--- src/rtl/csdec_pkg.sv ---
package csdec_pkg;

  // Strobes from control to datapath for one decode slot
  typedef struct packed {
    logic respond;   // a request was seen, produce a result
    logic grant;     // launch an external cycle
    logic fault;     // refuse with bus error
  } dpStrobes_t;

  typedef enum logic [2:0] {
    DC_IDLE,
    DC_GRANT,
    DC_MISS,
    DC_MULTI,
    DC_WPROT
  } decodeClass_t;

endpackage

--- src/rtl/csdec_window_match.sv ---
module csdec_window_match #(
  parameter int NUM_WIN = 6,
  parameter int ADDR_W  = 32
) (
  input  logic [ADDR_W-1:0]              addr,
  input  logic [NUM_WIN-1:0][ADDR_W-1:0] winBase,
  input  logic [NUM_WIN-1:0][ADDR_W-1:0] winMask,
  input  logic [NUM_WIN-1:0]             winValid,
  output logic [NUM_WIN-1:0]             hitVec
);

  // One comparator per window; mask bit 1 removes that bit from the compare
  for (genvar i = 0; i < NUM_WIN; i++) begin : gWin
    logic [ADDR_W-1:0] careBits;
    logic [ADDR_W-1:0] diffBits;
    assign careBits  = ~winMask[i];
    assign diffBits  = (addr ^ winBase[i]) & careBits;
    assign hitVec[i] = winValid[i] && (diffBits == '0);
  end

endmodule

--- src/rtl/csdec_ctrl.sv ---
module csdec_ctrl
  import csdec_pkg::*;
#(
  parameter int NUM_WIN = 6
) (
  input  logic               reqValid,
  input  logic               reqWrite,
  input  logic [NUM_WIN-1:0] hitVec,
  input  logic [NUM_WIN-1:0] winWrProt,
  output dpStrobes_t         strb
);

  localparam int CNT_W = $clog2(NUM_WIN + 1);

  decodeClass_t decClass;
  logic [CNT_W-1:0] hitCount;
  logic wpHit;

  always_comb begin
    hitCount = '0;
    for (int i = 0; i < NUM_WIN; i++) begin
      hitCount = hitCount + CNT_W'(hitVec[i]);
    end
  end

  assign wpHit = |(hitVec & winWrProt);

  always_comb begin
    if (!reqValid)                 decClass = DC_IDLE;
    else if (hitCount == '0)       decClass = DC_MISS;
    else if (hitCount > CNT_W'(1)) decClass = DC_MULTI;
    else if (reqWrite && wpHit)    decClass = DC_WPROT;
    else                           decClass = DC_GRANT;
  end

  always_comb begin
    strb.respond = (decClass != DC_IDLE);
    strb.grant   = (decClass == DC_GRANT);
    strb.fault   = (decClass == DC_MISS) || (decClass == DC_MULTI) ||
                   (decClass == DC_WPROT);
  end

endmodule

--- src/rtl/csdec_datapath.sv ---
module csdec_datapath
  import csdec_pkg::*;
#(
  parameter int NUM_WIN = 6,
  parameter int ADDR_W  = 32
) (
  input  logic                           clk,
  input  logic                           rstN,
  input  logic [ADDR_W-1:0]              reqAddr,
  input  logic [NUM_WIN-1:0][ADDR_W-1:0] winBase,
  input  logic [NUM_WIN-1:0][ADDR_W-1:0] winMask,
  input  logic [NUM_WIN-1:0]             winValid,
  input  logic [NUM_WIN-1:0]             winLaneLow,
  input  dpStrobes_t                     strb,
  output logic [NUM_WIN-1:0]             hitVec,
  output logic                           rspValid,
  output logic                           rspErr,
  output logic                           cycleStart,
  output logic [NUM_WIN-1:0]             csN,
  output logic [ADDR_W-1:0]              extAddr,
  output logic                           dataFromBit0
);

  logic laneSel;

  csdec_window_match #(.NUM_WIN(NUM_WIN), .ADDR_W(ADDR_W)) uMatch (
    .addr     (reqAddr),
    .winBase  (winBase),
    .winMask  (winMask),
    .winValid (winValid),
    .hitVec   (hitVec)
  );

  assign laneSel = |(hitVec & winLaneLow);

  always_ff @(posedge clk or negedge rstN) begin
    if (!rstN) begin
      rspValid     <= 1'b0;
      rspErr       <= 1'b0;
      cycleStart   <= 1'b0;
      csN          <= '1;
      extAddr      <= '0;
      dataFromBit0 <= 1'b0;
    end else begin
      rspValid   <= strb.respond;
      rspErr     <= strb.fault;
      cycleStart <= strb.grant;
      csN        <= strb.grant ? ~hitVec : '1;
      if (strb.grant) begin
        extAddr      <= reqAddr;
        dataFromBit0 <= laneSel;
      end
    end
  end

endmodule

--- src/rtl/csdec_top.sv ---
module csdec_top
  import csdec_pkg::*;
#(
  parameter int NUM_WIN = 6,
  parameter int ADDR_W  = 32
) (
  input  logic                           clk,
  input  logic                           rstN,
  input  logic                           reqValid,
  input  logic                           reqWrite,
  input  logic [ADDR_W-1:0]              reqAddr,
  input  logic [NUM_WIN-1:0][ADDR_W-1:0] winBase,
  input  logic [NUM_WIN-1:0][ADDR_W-1:0] winMask,
  input  logic [NUM_WIN-1:0]             winValid,
  input  logic [NUM_WIN-1:0]             winWrProt,
  input  logic [NUM_WIN-1:0]             winLaneLow,
  output logic                           rspValid,
  output logic                           rspErr,
  output logic                           cycleStart,
  output logic [NUM_WIN-1:0]             csN,
  output logic [ADDR_W-1:0]              extAddr,
  output logic                           dataFromBit0
);

  dpStrobes_t strb;
  logic [NUM_WIN-1:0] hitVec;

  csdec_ctrl #(.NUM_WIN(NUM_WIN)) uCtrl (
    .reqValid  (reqValid),
    .reqWrite  (reqWrite),
    .hitVec    (hitVec),
    .winWrProt (winWrProt),
    .strb      (strb)
  );

  csdec_datapath #(.NUM_WIN(NUM_WIN), .ADDR_W(ADDR_W)) uDp (
    .clk          (clk),
    .rstN         (rstN),
    .reqAddr      (reqAddr),
    .winBase      (winBase),
    .winMask      (winMask),
    .winValid     (winValid),
    .winLaneLow   (winLaneLow),
    .strb         (strb),
    .hitVec       (hitVec),
    .rspValid     (rspValid),
    .rspErr       (rspErr),
    .cycleStart   (cycleStart),
    .csN          (csN),
    .extAddr      (extAddr),
    .dataFromBit0 (dataFromBit0)
  );

endmodule

--- config.mk ---
export PLATFORM = sky130hd
export DESIGN_NAME = csdec_top
export DESIGN_NICKNAME = d
export VERILOG_FILES = /design/src/rtl/csdec_pkg.sv /design/src/rtl/csdec_window_match.sv /design/src/rtl/csdec_ctrl.sv /design/src/rtl/csdec_datapath.sv /design/src/rtl/csdec_top.sv
export SDC_FILE = /design/constraint.sdc
export NUM_CORES = 1
export LEC_CHECK = 0
export BUFFER_PORTS_ARGS = -buffer_cell sky130_fd_sc_hd__clkbuf_2
export CORE_AREA = 5 5 186 188
export CTS_CLUSTER_DIAMETER = 100
export DETAILED_ROUTE_END_ITERATION = 10
export DIE_AREA = 0 0 191 193
export PLACE_DENSITY_LB_ADDON = 0.15
export SYNTH_ARGS = -nofsm -noshare
export SYNTH_HDL_FRONTEND = slang
export SYNTH_SLANG_ARGS = --single-unit
--- constraint.sdc ---
create_clock -name clk -period 0.8 [get_ports clk]
set_input_delay 0.24 -clock clk [delete_from_list [all_inputs] [get_ports clk]]
set_output_delay 0.24 -clock clk [all_outputs]
set_load 0.005 [all_outputs]
; ---- Word level (Yosys, flattened, before mapping)
; Cells that the tools add are included.
[classes]
n_reduce_logical = 19
shift = 0
n_addsub = 5
n_mux = 5
div_mod_pow = 0
bitwise = 21
n_lt_le_gt_ge = 1
eq_ne = 4
mul = 0
[ops]
columns = op, n
row1 = 32-bit AND, 6
row2 = 32-bit logical NOT, 6
row3 = 32-bit NOT, 6
row4 = 32-bit bitwise XOR, 6
row5 = 3-bit by 1-bit adder with 3-bit output, 4
row6 = 6-bit AND, 2
row7 = 3-bit 2-to-1 mux, 4
row8 = 6-bit OR reduction, 2
row9 = 1-bit logical AND, 7
row10 = 3-bit by 2-bit equality test with 1-bit output (second input constant), 2
row11 = 6-bit 2-to-1 mux, 1
row12 = 6-bit NOT, 1
row13 = 3-bit by 1-bit equality test with 1-bit output (second input constant), 1
row14 = 3-bit equality test (second input constant), 1
row15 = 3-bit by 1-bit greater-than comparator with 1-bit output (second input constant), 1
row16 = 3-bit logical NOT, 1
row17 = 3-bit nonzero test, 1
row18 = 1-bit by 1-bit adder with 2-bit output, 1
row19 = 1-bit logical OR, 2
[word_totals]
word_cells = 61
out_inout_bits = 42
latchBits = 0
regBits = 42
mem_count = 0
in_bits = 438
rom_bits = 0
ramBits = 0

; ---- Logic depth before layout (Yosys ltp)
[logic_depth]
word_depth = 16
depth_mapped = 16
depth_no_buf = 15

; ---- Modules after synthesis
; A second synthesis with hierarchy kept.
[hier_totals]
hier_cells = 493
hier_area_um2 = 4464.3
[by_module_without_submodules]
columns = module, seq_area_each_um2, instances, cells_per_inst, area_each_um2
row1 = csdec_window_match, 0.0, 1, 385, 2786.4
row2 = csdec_datapath, 1058.5, 1, 89, 1521.5
row3 = csdec_ctrl, 0.0, 1, 19, 156.4

; ---- Least setup slack after synthesis
; OpenSTA, ideal clock, no wires.
[synth_timing]
kind = input to register
startpoint = input port reqAddr[8]
endpoint = register uDp.extAddr[0]
setup_time_ns = 0.125
required_ns = 0.675
cell_stages = 16
n_path_buf = 2
arrival_time_ns = 3.738
slack_ns = -3.063
cell_sequence = buf_4 xnor2_1 o22ai_1 nor4_1 o211ai_1 nor2_1 ha_1 inv_1 fa_1 inv_1 fa_1 fa_1 nor3b_1 nand3_2 buf_6 mux2_4
[synth_between]
elab_chain_cells = 14
elab_cells_between_ends = 39
classes_between = add/sub (5) / order compare (1) / eq/ne (1) / mux (4) / bitwise (13) / reduce/logical (15)
[synth_lines]
columns = item, line_no
row1 = start: declaration, csdec_top.sv:11  ; input logic [ADDR_W-1:0] reqAddr,
row2 = 32-bit bitwise XOR, csdec_window_match.sv:17  ; assign diffBits = (addr ^ winBase[i]) & careBits;
row3 = 32-bit AND, csdec_window_match.sv:17
row4 = 32-bit logical NOT, csdec_window_match.sv:18  ; assign hitVec[i] = winValid[i] && (diffBits == '0);
row5 = 1-bit logical AND, csdec_window_match.sv:18
row6 = 1-bit by 1-bit adder with 2-bit output, csdec_ctrl.sv:22  ; hitCount = hitCount + CNT_W'(hitVec[i]);
row7 = 3-bit by 1-bit adder with 3-bit output (4 in a row), csdec_ctrl.sv:22
row8 = 3-bit by 1-bit greater-than comparator with 1-bit output, csdec_ctrl.sv:31  ; else if (hitCount > CNT_W'(1)) decClass = DC_MULTI;
row9 = 3-bit 2-to-1 mux, csdec_ctrl.sv:31
row10 = 3-bit 2-to-1 mux (*), csdec_ctrl.sv:30  ; else if (hitCount == '0) decClass = DC_MISS;
row11 = 3-bit 2-to-1 mux (*), csdec_ctrl.sv:29  ; if (!reqValid) decClass = DC_IDLE;
row12 = 3-bit by 1-bit equality test with 1-bit output (*), csdec_ctrl.sv:38  ; strb.grant = (decClass == DC_GRANT);
row13 = end signal: assignment, csdec_datapath.sv:50  ; extAddr <= reqAddr;
row14 = end: declaration, csdec_datapath.sv:20  ; output logic [ADDR_W-1:0] extAddr,
; Every way passes the cells marked *; elsewhere a longest branch is shown, timed or not.
; A chain may end at the register's enable or synchronous reset.

; ---- Worst setup path after layout
[layout_timing]
startpoint = input port reqAddr[20]
endpoint = register uDp.extAddr[12]
; The elaborated chain is that of the path after synthesis.

==> impl_metrics.toml <==
[status]
status = "finished, violations left"
violations = "setup timing"

[global_routing]
grt_max_degree = 25
grt_pass1_wl_um = 45300
grtUsageTotal_pct = 17.5
antenna_found_initial = 2
grt-ovfl-total = 0
grt_pass1_vias = 6603

[critical_path]
cp_slowest_cell = "fa_1"
required_ns = 0.97
path_buf_inv = 6
cp_max_fo = 5
cp-start-kind = "primary input"
cp.arrival_ns = 4.14
crit_family = "adder cells"
endpoint_kind = "flop"
path_cells = "clkbuf_8 > buf_12 > xnor2_2 > o22ai_1 > nor4_2 > o211ai_1 > nor2_4 > ha_1 > inv_2 > fa_1 > inv_2 > fa_2 > fa_1 > nor3b_4 > nand3_4 > buf_4 > buf_16 > mux2_4"
path_class = "primary input to flop"
slowest_delay_ns = 0.50

[placement]
place_ws_ns = -3.81
dpl.hpwl_um = 30300
routabilityCongestion = 0.831
dp.cells = 1471
port_buffers = 479

[die]
dieArea_um2 = 36900
start_util_pct = 14.0
die_y_um = 193
die_x_um = 191
num_io_pins = 480
core_area_um2 = 32900
rows = 67

[synthesis]
synth_common_cells = "xnor2_1, o22ai_1, dfrtp_1"
syn-cell-area_um2 = 4620
synth.avg_cell_area_um2 = 9.65
yosys_warnings = 0
synth_top_area_share_pct = 36.4
syn-instance-count = 479
synth_most_common_cell = "xnor2_1"
synth_edf_count = 0
synth.distinct_cells = 30
synthTopCellsByArea = "xnor2_1, dfrtp_1, o22ai_1"
synth_seq_area_share_pct = 22.9
synthFlopType = "dfrtp_1"
syn-num-nets = 921
synthArstFlopShare_pct = 100
yosysTopAreaCell = "xnor2_1"
synth_seq_cells = 42

[cts]
cts_buffers = 5
numClockSinks = 42
clockBufferDepth = 2
cts_root_buf = "clkbuf_16"
cts_tree = "yes"
htreeDepth = 2
cts.reportedPaths.clkPinSlew_ns = 0.06
clock_latency_ns = 0.29

[pwr]
ir_worst_vdd_mv = 0.607
seq_power_share_pct = 25.2
powerDensity_nw_per_um2 = 897
p_sw_share_pct = 32.9
p_int_mw = 5.76
p_leak_nw = 4.75
clockPowerShare_pct = 23.6
total_power_mw = 8.59
switching_power_mw = 2.82
comb_power_share_pct = 51.1

[layout]
final_nets = 1513
post-route-util_pct = 29.1
fin_cells = 1519
drive_gt1_share_pct = 68.6
syn_to_final_growth_pct = 107
insertedDiodeCount = 0

[drt]
wl_um = 34200
drc = 0
via_count = 6000
viasPerCell = 3.95
wire_per_inst_um = 22.5
drt-initial-drc-count = 147
ant_nets = 0
drtPass1Iterations = 4

[timing]
clock_skew_ns = 0
fin_ws_ns = -3.17
max-slew-margin-rel_pct = 53.7
min_period_over_period_pct = 496
fmax_ghz = 0.252
setup_tns_ns = -137.79
rsz0062_at_grt = "true"
setup_viol = 83
drv_slew = 0
min_period_ns = 3.97
final_hold_viol_count = 0
worst_pin_slew_ns = 0.688

[min_path]
worstHoldPathType = "primary input to asynchronous set/reset pin"

[flow_run]
cap_violations = 0
==> worst register-to-register path, stage by stage, from the launching register on <==
cell and delay (ns):
dfrtp_1 0.39, buf_4 0.13, buf_4 0.12, mux2_4 0.24
==> power by group through the flow <==
stage,Sequential (mW),Combinational (mW),Clock [mW]
4_1_cts,2.17,4.34,2.14
5_1_grt,2.17,4.73,2.21
3_5_place_dp,2.21,3.91,0
3_3_place_gp,2.21,3.91,0
6_report,2.17,4.39,2.03
2_1_floorplan,2.21,1.69,0
==> final timing paths <==
kind,slack [ns],startpoint,cells after the start,to
hold reg to reg,0.51,uDp.extAddr[7]$_DFFE_PN0N_,1,uDp.extAddr[7]$_DFFE_PN0N_
setup reg to reg,-0.19,uDp.extAddr[26]$_DFFE_PN0N_,3,uDp.extAddr[26]$_DFFE_PN0N_
min in group clk,0.15,reqValid,1,uDp.rspValid$_DFF_PN0_
max in group asynchronous,0.27,rstN,2,uDp.cycleStart$_DFF_PN0_
hold / removal,0.02,rstN,1,uDp.csN[2]$_DFF_PN1_
setup / recovery,-3.17,reqAddr[20],18,uDp.extAddr[12]$_DFFE_PN0N_
==> state kept, by name, summed over array words and instances, names as in the netlist <==
signal            flops
uDp.csN               6
uDp.rspValid          1
uDp.rspErr            1
uDp.dataFromBit0      1
uDp.cycleStart        1
uDp.extAddr          32
==> layout make-up <==
class | instances | area, um2
fill | 3638 | 23400
tap | 448 | 561
sequential | 42 | 1060
inverter | 10 | 37.5
timing repair buffer | 621 | 4010
clock buffer | 7 | 133
multi-input combinational | 391 | 3780
==> cell usage in the layout (no fill, tap or decap), drive strengths merged, types with 6 or more instances in the layout <==
cell    instances
inv            10
nor4           18
nand3           9
dfstp           6
nor3            8
dfrtp          36
nor2            9
clkbuf        473
o21ai           6
mux2           33
buf           154
nand2           8
xnor2         192
o22ai          86
==> layer usage <==
metal	share of wire (%)	routed length, um	track usage [%]
met1	40	13800	21.4
met2	50	17100	31.1
met3	8.0	2750	4.77
met4	1.8	601	3.76
met5	0.070	24	0
==> stage by stage <==
stage	hold slack [ns]	area [um2]
2_1_floorplan	-0.0556	4760
3_3_place_gp	0.116	8260
3_5_place_dp	0.112	8260
4_1_cts	0.0233	9250
5_1_grt	0.0400	9570
6_report	0.0225	9570
==> what timing repair did <==
| item | CTS | global route |
|---|---|---|
| hold buffers | 1 | 0 |
| resized for setup | 108 | 53 |
| endpoints found under the setup margin | 83 | 83 |
| cloned | 3 | 0 |
| pin swaps | 27 | 24 |
| setup buffers | 24 | 17 |
| endpoints found under the hold margin | 1 | 0 |
==> logic make-up (layout without fill, tap and decap cells) <==
kind of cell    count (synthesis)  after routing  share of synthesized area, %
flops                          42             42                          22.9
mux                            33             33                          10.6
simple gates                   55             55                          6.20
buf+inv                        46            638                          7.31
fa+ha+maj                       4              4                          1.57
xor+xnor                      192            192                          36.4
compound gates                107            107                          15.1
(Power assumes the default switching activity.)
